--- src/rtl/banked_regs_pkg.sv ---
package banked_regs_pkg;

    typedef enum logic [2:0] {
        BANK_PRI  = 3'd0,
        BANK_SEC  = 3'd1,
        BANK_IND  = 3'd2,
        BANK_BERT = 3'd3,
        BANK_TEST = 3'd4,
        BANK_NONE = 3'd5
    } bank_e;

    localparam logic [7:0] PTR_PRI   = 8'h00;
    localparam logic [7:0] PTR_SEC   = 8'hAA;
    localparam logic [7:0] PTR_IND   = 8'h01;
    localparam logic [7:0] PTR_BERT  = 8'h02;
    localparam logic [7:0] PTR_TEST0 = 8'h04;

    localparam logic [4:0] OFF_PTR   = 5'h1F;

endpackage

--- src/rtl/banked_regs_ptr.sv ---
module banked_regs_ptr
    import banked_regs_pkg::*;
#(
    parameter int CH_PER_HALF = 8,
    localparam int CH_W = (CH_PER_HALF > 1) ? $clog2(CH_PER_HALF) : 1
) (
    input  logic            clk,
    input  logic            rst_n,
    input  logic            ptr_we,
    input  logic [7:0]      wdata,
    output logic [7:0]      ptr_q,
    output bank_e           bank,
    output logic [CH_W-1:0] chan
);

    // pointer register: the bank state of this half
    always_ff @(posedge clk or negedge rst_n) begin
        if (!rst_n) begin
            ptr_q <= PTR_PRI;
        end else if (ptr_we) begin
            ptr_q <= wdata;
        end
    end

    // decode of the pointer code into a bank state
    always_comb begin
        bank = BANK_NONE;
        chan = '0;
        if (ptr_q >= PTR_TEST0 && ptr_q < PTR_TEST0 + 8'(CH_PER_HALF)) begin
            bank = BANK_TEST;
            chan = CH_W'(ptr_q - PTR_TEST0);
        end else begin
            unique case (ptr_q)
                PTR_PRI:  bank = BANK_PRI;
                PTR_SEC:  bank = BANK_SEC;
                PTR_IND:  bank = BANK_IND;
                PTR_BERT: bank = BANK_BERT;
                default:  bank = BANK_NONE;
            endcase
        end
    end

endmodule

--- src/rtl/banked_regs_lvl.sv ---
module banked_regs_lvl #(
    parameter int LVL_REGS = 5,
    localparam int RW = (LVL_REGS > 1) ? $clog2(LVL_REGS) : 1
) (
    input  logic                  clk,
    input  logic                  rst_n,
    input  logic                  we,
    input  logic [RW-1:0]         wsel,
    input  logic [7:0]            wdata,
    output logic [LVL_REGS*8-1:0] lvl
);

    for (genvar r = 0; r < LVL_REGS; r++) begin : g_reg
        always_ff @(posedge clk or negedge rst_n) begin
            if (!rst_n) begin
                lvl[r*8 +: 8] <= 8'h00;
            end else if (we && wsel == RW'(r)) begin
                lvl[r*8 +: 8] <= wdata;
            end
        end
    end

endmodule

--- src/rtl/banked_regs_plain.sv ---
module banked_regs_plain #(
    parameter int DEPTH = 8,
    localparam int PW = (DEPTH > 1) ? $clog2(DEPTH) : 1
) (
    input  logic          clk,
    input  logic          rst_n,
    input  logic          we,
    input  logic [1:0]    bsel,
    input  logic [PW-1:0] idx,
    input  logic [7:0]    wdata,
    output logic [7:0]    rdata
);

    logic [7:0] mem [4][DEPTH];

    for (genvar b = 0; b < 4; b++) begin : g_bank
        for (genvar i = 0; i < DEPTH; i++) begin : g_byte
            always_ff @(posedge clk or negedge rst_n) begin
                if (!rst_n) begin
                    mem[b][i] <= 8'h00;
                end else if (we && bsel == 2'(b) && idx == PW'(i)) begin
                    mem[b][i] <= wdata;
                end
            end
        end
    end

    assign rdata = mem[bsel][idx];

endmodule

--- src/rtl/banked_regs.sv ---
module banked_regs
    import banked_regs_pkg::*;
#(
    parameter int CH_PER_HALF = 8,
    parameter int LVL_REGS    = 5,
    parameter int PLAIN_DEPTH = 8,
    localparam int N_CH  = 2 * CH_PER_HALF,
    localparam int CH_W  = (CH_PER_HALF > 1) ? $clog2(CH_PER_HALF) : 1,
    localparam int NCH_W = $clog2(N_CH),
    localparam int RW    = (LVL_REGS > 1) ? $clog2(LVL_REGS) : 1,
    localparam int PW    = (PLAIN_DEPTH > 1) ? $clog2(PLAIN_DEPTH) : 1,
    localparam int LVL_W = N_CH * LVL_REGS * 8
) (
    input  logic             clk,
    input  logic             rst_n,
    input  logic [5:0]       addr,
    input  logic [7:0]       wdata,
    input  logic             wr_en,
    input  logic             rd_en,
    output logic [7:0]       rdata,
    output logic [LVL_W-1:0] lvl_q
);

    logic            half;
    logic [4:0]      off;
    logic            is_ptr;
    logic            win_wr;
    logic [7:0]      ptr_q    [2];
    bank_e           bank_h   [2];
    logic [CH_W-1:0] chan_h   [2];
    logic [7:0]      plain_rd [2];
    bank_e           sel_bank;
    logic [NCH_W-1:0] abs_ch;
    logic            is_plain;
    logic [1:0]      plain_idx;
    logic [7:0]      rd_next;

    assign half     = addr[5];
    assign off      = addr[4:0];
    assign is_ptr   = (off == OFF_PTR);
    assign win_wr   = wr_en && !is_ptr;
    assign sel_bank = bank_h[half];
    assign abs_ch   = NCH_W'(half) * NCH_W'(CH_PER_HALF) + NCH_W'(chan_h[half]);

    // plain bank index from the selected bank state
    always_comb begin
        is_plain  = 1'b1;
        plain_idx = 2'd0;
        unique case (sel_bank)
            BANK_PRI:  plain_idx = 2'd0;
            BANK_SEC:  plain_idx = 2'd1;
            BANK_IND:  plain_idx = 2'd2;
            BANK_BERT: plain_idx = 2'd3;
            default:   is_plain  = 1'b0;
        endcase
    end

    for (genvar h = 0; h < 2; h++) begin : g_half
        banked_regs_ptr #(
            .CH_PER_HALF(CH_PER_HALF)
        ) u_ptr (
            .clk   (clk),
            .rst_n (rst_n),
            .ptr_we(wr_en && is_ptr && (half == 1'(h))),
            .wdata (wdata),
            .ptr_q (ptr_q[h]),
            .bank  (bank_h[h]),
            .chan  (chan_h[h])
        );

        banked_regs_plain #(
            .DEPTH(PLAIN_DEPTH)
        ) u_plain (
            .clk  (clk),
            .rst_n(rst_n),
            .we   (win_wr && is_plain && (half == 1'(h)) && (off < 5'(PLAIN_DEPTH))),
            .bsel (plain_idx),
            .idx  (off[PW-1:0]),
            .wdata(wdata),
            .rdata(plain_rd[h])
        );
    end

    for (genvar c = 0; c < N_CH; c++) begin : g_chan
        banked_regs_lvl #(
            .LVL_REGS(LVL_REGS)
        ) u_lvl (
            .clk  (clk),
            .rst_n(rst_n),
            .we   (win_wr && (sel_bank == BANK_TEST) && (abs_ch == NCH_W'(c))
                   && (off < 5'(LVL_REGS))),
            .wsel (off[RW-1:0]),
            .wdata(wdata),
            .lvl  (lvl_q[c*LVL_REGS*8 +: LVL_REGS*8])
        );
    end

    // read selection by bank state
    always_comb begin
        rd_next = 8'h00;
        if (is_ptr) begin
            rd_next = ptr_q[half];
        end else begin
            unique case (sel_bank)
                BANK_PRI, BANK_SEC, BANK_IND, BANK_BERT: begin
                    if (off < 5'(PLAIN_DEPTH)) rd_next = plain_rd[half];
                end
                BANK_TEST: begin
                    if (off < 5'(LVL_REGS))
                        rd_next = lvl_q[(int'(abs_ch) * LVL_REGS + int'(off)) * 8 +: 8];
                end
                default: rd_next = 8'h00;
            endcase
        end
    end

    always_ff @(posedge clk or negedge rst_n) begin
        if (!rst_n) begin
            rdata <= 8'h00;
        end else if (rd_en) begin
            rdata <= rd_next;
        end
    end

endmodule

--- config.mk ---
export PLATFORM = sky130hd
export DESIGN_NAME = banked_regs
export DESIGN_NICKNAME = d
export VERILOG_FILES = /design/src/rtl/banked_regs_pkg.sv /design/src/rtl/banked_regs_ptr.sv /design/src/rtl/banked_regs_lvl.sv /design/src/rtl/banked_regs_plain.sv /design/src/rtl/banked_regs.sv
export SDC_FILE = /design/constraint.sdc
export NUM_CORES = 2
export LEC_CHECK = 0
export BUFFER_PORTS_ARGS = -buffer_cell sky130_fd_sc_hd__buf_2
export CELL_PAD_IN_SITES_DETAIL_PLACEMENT = 1
export CELL_PAD_IN_SITES_GLOBAL_PLACEMENT = 1
export CORE_ASPECT_RATIO = 2
export CORE_MARGIN = 4
export CORE_UTILIZATION = 52
export DETAILED_ROUTE_END_ITERATION = 12
export HOLD_SLACK_MARGIN = 0.15
export PLACE_DENSITY_LB_ADDON = 0.2
export SYNTH_ARGS = -nofsm -noshare
export SYNTH_HDL_FRONTEND = slang
export SYNTH_SLANG_ARGS = --single-unit
export TNS_END_PERCENT = 5
--- constraint.sdc ---
create_clock -name clk -period 13.9 [get_ports clk]
set_clock_uncertainty 0.05 [all_clocks]
set_input_delay 0.695 -clock clk [delete_from_list [all_inputs] [get_ports clk]]
set_output_delay 0.695 -clock clk [all_outputs]
set_load 0.03 [all_outputs]
==> summary.txt <==
Outcome -> complete, no violations
#FFs+latches synth -> 1176
RSZ-0062 raised after global routing -> false
Die extent in x -> 238 microns
Worst Reg-to-Reg Cells -> 14
Die Height -> 468 microns
Synth unique cells -> 78
Synth top area share -> 53.6%
Postcts setup bufs -> 0
First DRT Iteration DRCs -> 3323
Placed Area -> 59600 sq um
Design area -> 63100 sq um
Setup slack, reg-to-reg -> 7.20 ns
Top_reg_cell synth -> dfrtp_1
Ports -> 666
Largest net degree at the start of global routing -> 178
Drt wl/cell -> 38.7 microns
Starting Density -> 52.4%
Synth Area per Inst -> 13.8 sq um
ANT nets after route -> 0
CTS sink cnt -> 1176
CP startpoint -> g_half[1].u_ptr.ptr_q[4]
Clock-pin slew on the worst setup and hold paths -> 0.07 ns
Crit. End Element -> flip-flop
DRC Markers -> 0
Port Buffer Count -> 665
Max Slew Vio Count -> 0
Post-synthesis cell count -> 3990
Final setup fails -> 0
Period utilization -> 48.2%
Worst hold slack -> 0.266 ns
Synth Cell Area -> 54900 sq um
Layout fillers -> 10200
Via density -> 6.71
VDD IR max -> 0.101 mV
Net Sw Power -> 2340 uW
Post-CTS Hold Buffers -> 1
P&R area growth vs syn -> 14.9%
Layout cells sized above 1 -> 50.7%
Worst Tran Pin Value -> 1.31 ns
Final std cells w/o fill -> 5995
Reg2Reg Capture Point -> rdata[4]
Post-cts gate resize count -> 0
Headroom to the max-slew limit -> 12.2%
Post-layout min period -> 6.70 ns
Reported max-cap violation count -> 0
Final nets -> 4580
Htree depth -> 3
Power share of the clock group -> 39.1%
Total power divided by cell area -> 124 nW/um^2
TNS Setup -> 0 ns
Detailed Place HPWL -> 167000 microns
Register area share after synthesis -> 53.6%
Skew-Pair Late Insertion Delay -> 0.75 ns
Startpoint types -> flip-flop
Int Pwr -> 5500 uW
Root Buffer Master -> clkbuf_16
Hold/Removal Path Class -> in -> reg
Req. time, crit path -> 14.46 ns
CTS tree -> yes
Comb power frac -> 15.3%
Pre-antenna DRT Iters -> 7
Clock Path Buffers -> 3
Leakage power -> 0.0318 uW
WP data arrival -> 7.27 ns
Largest cells by area after synthesis -> dfrtp_1 (54%), mux2_2 (23%), mux4_2 (7.3%), nand2_1 (2.4%), mux2_1 (1.5%)
Critical path class -> reg -> reg
Final GP Congestion -> 0.967
Crit path max fanout -> 50
R2r startpoint -> g_half[1].u_ptr.ptr_q[4]
DR vias -> 40200
Number of synthesis warnings -> 0
Sw Share -> 29.9%
Inserted Clock Buffers -> 105
Number of synthesized flops with an enable pin -> 0
Register area -> 29400 sq um
Worst setup path endpoint -> rdata[4]
GRT Overall Usage -> 41.2%
Antenna violations before repair -> 19
Post-synth top area cell -> dfrtp_1
Sequential share of power -> 45.5%
Detailed Route WL -> 232000 microns
Placed Cells -> 5800
Area of the multi-input gates -> 24500 sq um
Total gr overflow -> 0
Die area -> 111000 sq um
CORE AREA -> 105000 sq um
Final number of hold-violating endpoints -> 0
Ys async rst share -> 100%
Synthesized Nets -> 4022
Peak Freq -> 0.149 GHz
Global-route wire length before repair -> 330000 microns
Rows -> 168
Vias in the first global route -> 43500
critical path: stages, from the launching register on:
cell and delay (ns):
dfrtp_1 0.44, nor4_4 0.45, nand2_1 0.21, o22ai_1 0.77, ha_1 0.41, ha_4 0.45, buf_4 0.71, buf_4 0.75
mux4_2 0.50, mux4_2 0.47, nor2b_1 0.14, a31oi_1 0.29, o21ai_0 0.23, a221o_1 0.34, a221o_1 0.30
layout by cell type, fill, tap and decap left out, drive strengths merged, types with 41 or more instances in the layout:
master	instances
buf	733
nand2	350
a31oi	42
mux2i	47
dfrtp	1176
clkbuf	143
mux4	179
a21oi	41
o22ai	41
nor2	192
nand3	65
mux2	1189
synthesized netlist by cell type (13+ instances only):
| master | number |
|---|---|
| o22ai_1 | 41 |
| o21ai_0 | 33 |
| mux2_2 | 1115 |
| a221o_1 | 22 |
| o31ai_1 | 13 |
| a32oi_1 | 23 |
| a21oi_1 | 40 |
| a31oi_1 | 42 |
| nor2_4 | 30 |
| o311ai_0 | 15 |
| buf_1 | 29 |
| nand3_1 | 64 |
| dfrtp_1 | 1176 |
| buf_2 | 45 |
| and3_1 | 13 |
| nand2_1 | 344 |
| mux2_1 | 74 |
| nand4_1 | 15 |
| nor2_1 | 91 |
| mux4_2 | 179 |
| mux2i_1 | 47 |
| nor3_1 | 36 |
| a221oi_1 | 23 |
| nor2_2 | 71 |
| clkbuf_1 | 207 |
| a211oi_1 | 14 |
| a2111oi_0 | 13 |
worst min-delay path by stage:
| stage | from | slack, ns | endpoint | depth (start not counted) |
|---|---|---|---|---|
| after detailed placement | g_half[1].u_plain.mem[25] | 0.44 | g_half[1].u_plain.mem[25] | 1 |
| after global placement | g_half[1].u_plain.mem[24] | 0.43 | g_half[1].u_plain.mem[24] | 1 |
| after CTS | wdata[3] | 0.23 | g_chan[14].u_lvl.lvl[27] | 2 |
| after global routing | wdata[3] | 0.28 | g_chan[14].u_lvl.lvl[19] | 2 |
| after floorplan | rst_n | 0.35 | g_chan[0].u_lvl.lvl[0] | 0 |
| final | wdata[3] | 0.27 | g_chan[14].u_lvl.lvl[27] | 2 |
stage by stage:
| step | util, % | power (uW) | setup slack, ns |
|---|---|---|---|
| floorplan | - | 4270 | 8.75 |
| global placement | 56.8 | 4780 | 7.32 |
| detailed placement | 56.8 | 4810 | 7.15 |
| CTS | 60.2 | 7830 | 7.29 |
| global route | 60.2 | 8030 | 6.97 |
| finish | 60.2 | 7850 | 7.20 |
state kept, by name, summed over array words and instances, names as in the netlist:
name and count:
g_chan.u_lvl.lvl 640, g_half.u_plain.mem 512, g_half.u_ptr.ptr_q 16, rdata 8
final cells by class:
class / instances / area share [%]
flip-flops and latches: 1176 / 46.6
multi-input cells: 2522 / 38.8
repair buffers: 734 / 6.22
clock buffers: 143 / 4.82
well taps: 1360 / 2.69
clock inverters: 39 / 0.745
inverters: 9 / 0.0535
diodes: 12 / 0.0476
power groups by stage:
stage | logic (uW) | clock network [uW] | registers [uW]
after detailed placement | 1170 | 0 | 3630
after global routing | 1240 | 3220 | 3580
after floorplan | 628 | 0 | 3640
after global placement | 1160 | 0 | 3630
after CTS | 1180 | 3090 | 3570
final | 1200 | 3070 | 3570
layer usage:
| metal | wire length (microns) | GRT usage, % | vias up |
|---|---|---|---|
| met5 | 39 | 0 | - |
| met4 | 24500 | 33.2 | 6 |
| met3 | 21300 | 12.4 | 821 |
| met2 | 113000 | 68.5 | 2136 |
| met1 | 73100 | 42.9 | 21400 |
| li1 | - | - | 15900 |
kinds of logic (layout without fill, tap and decap cells):
kind of cell	after synthesis	count (layout)	synth area share [%]
xor+xnor	9	9	0.143
fa+ha+maj	14	14	0.360
mux	1415	1415	32.6
other cells	0	12	0
flops	1176	1176	53.6
buf+inv	292	925	2.11
simple gates	734	734	6.58
compound gates	350	350	4.67
(Power assumes the default switching activity.)
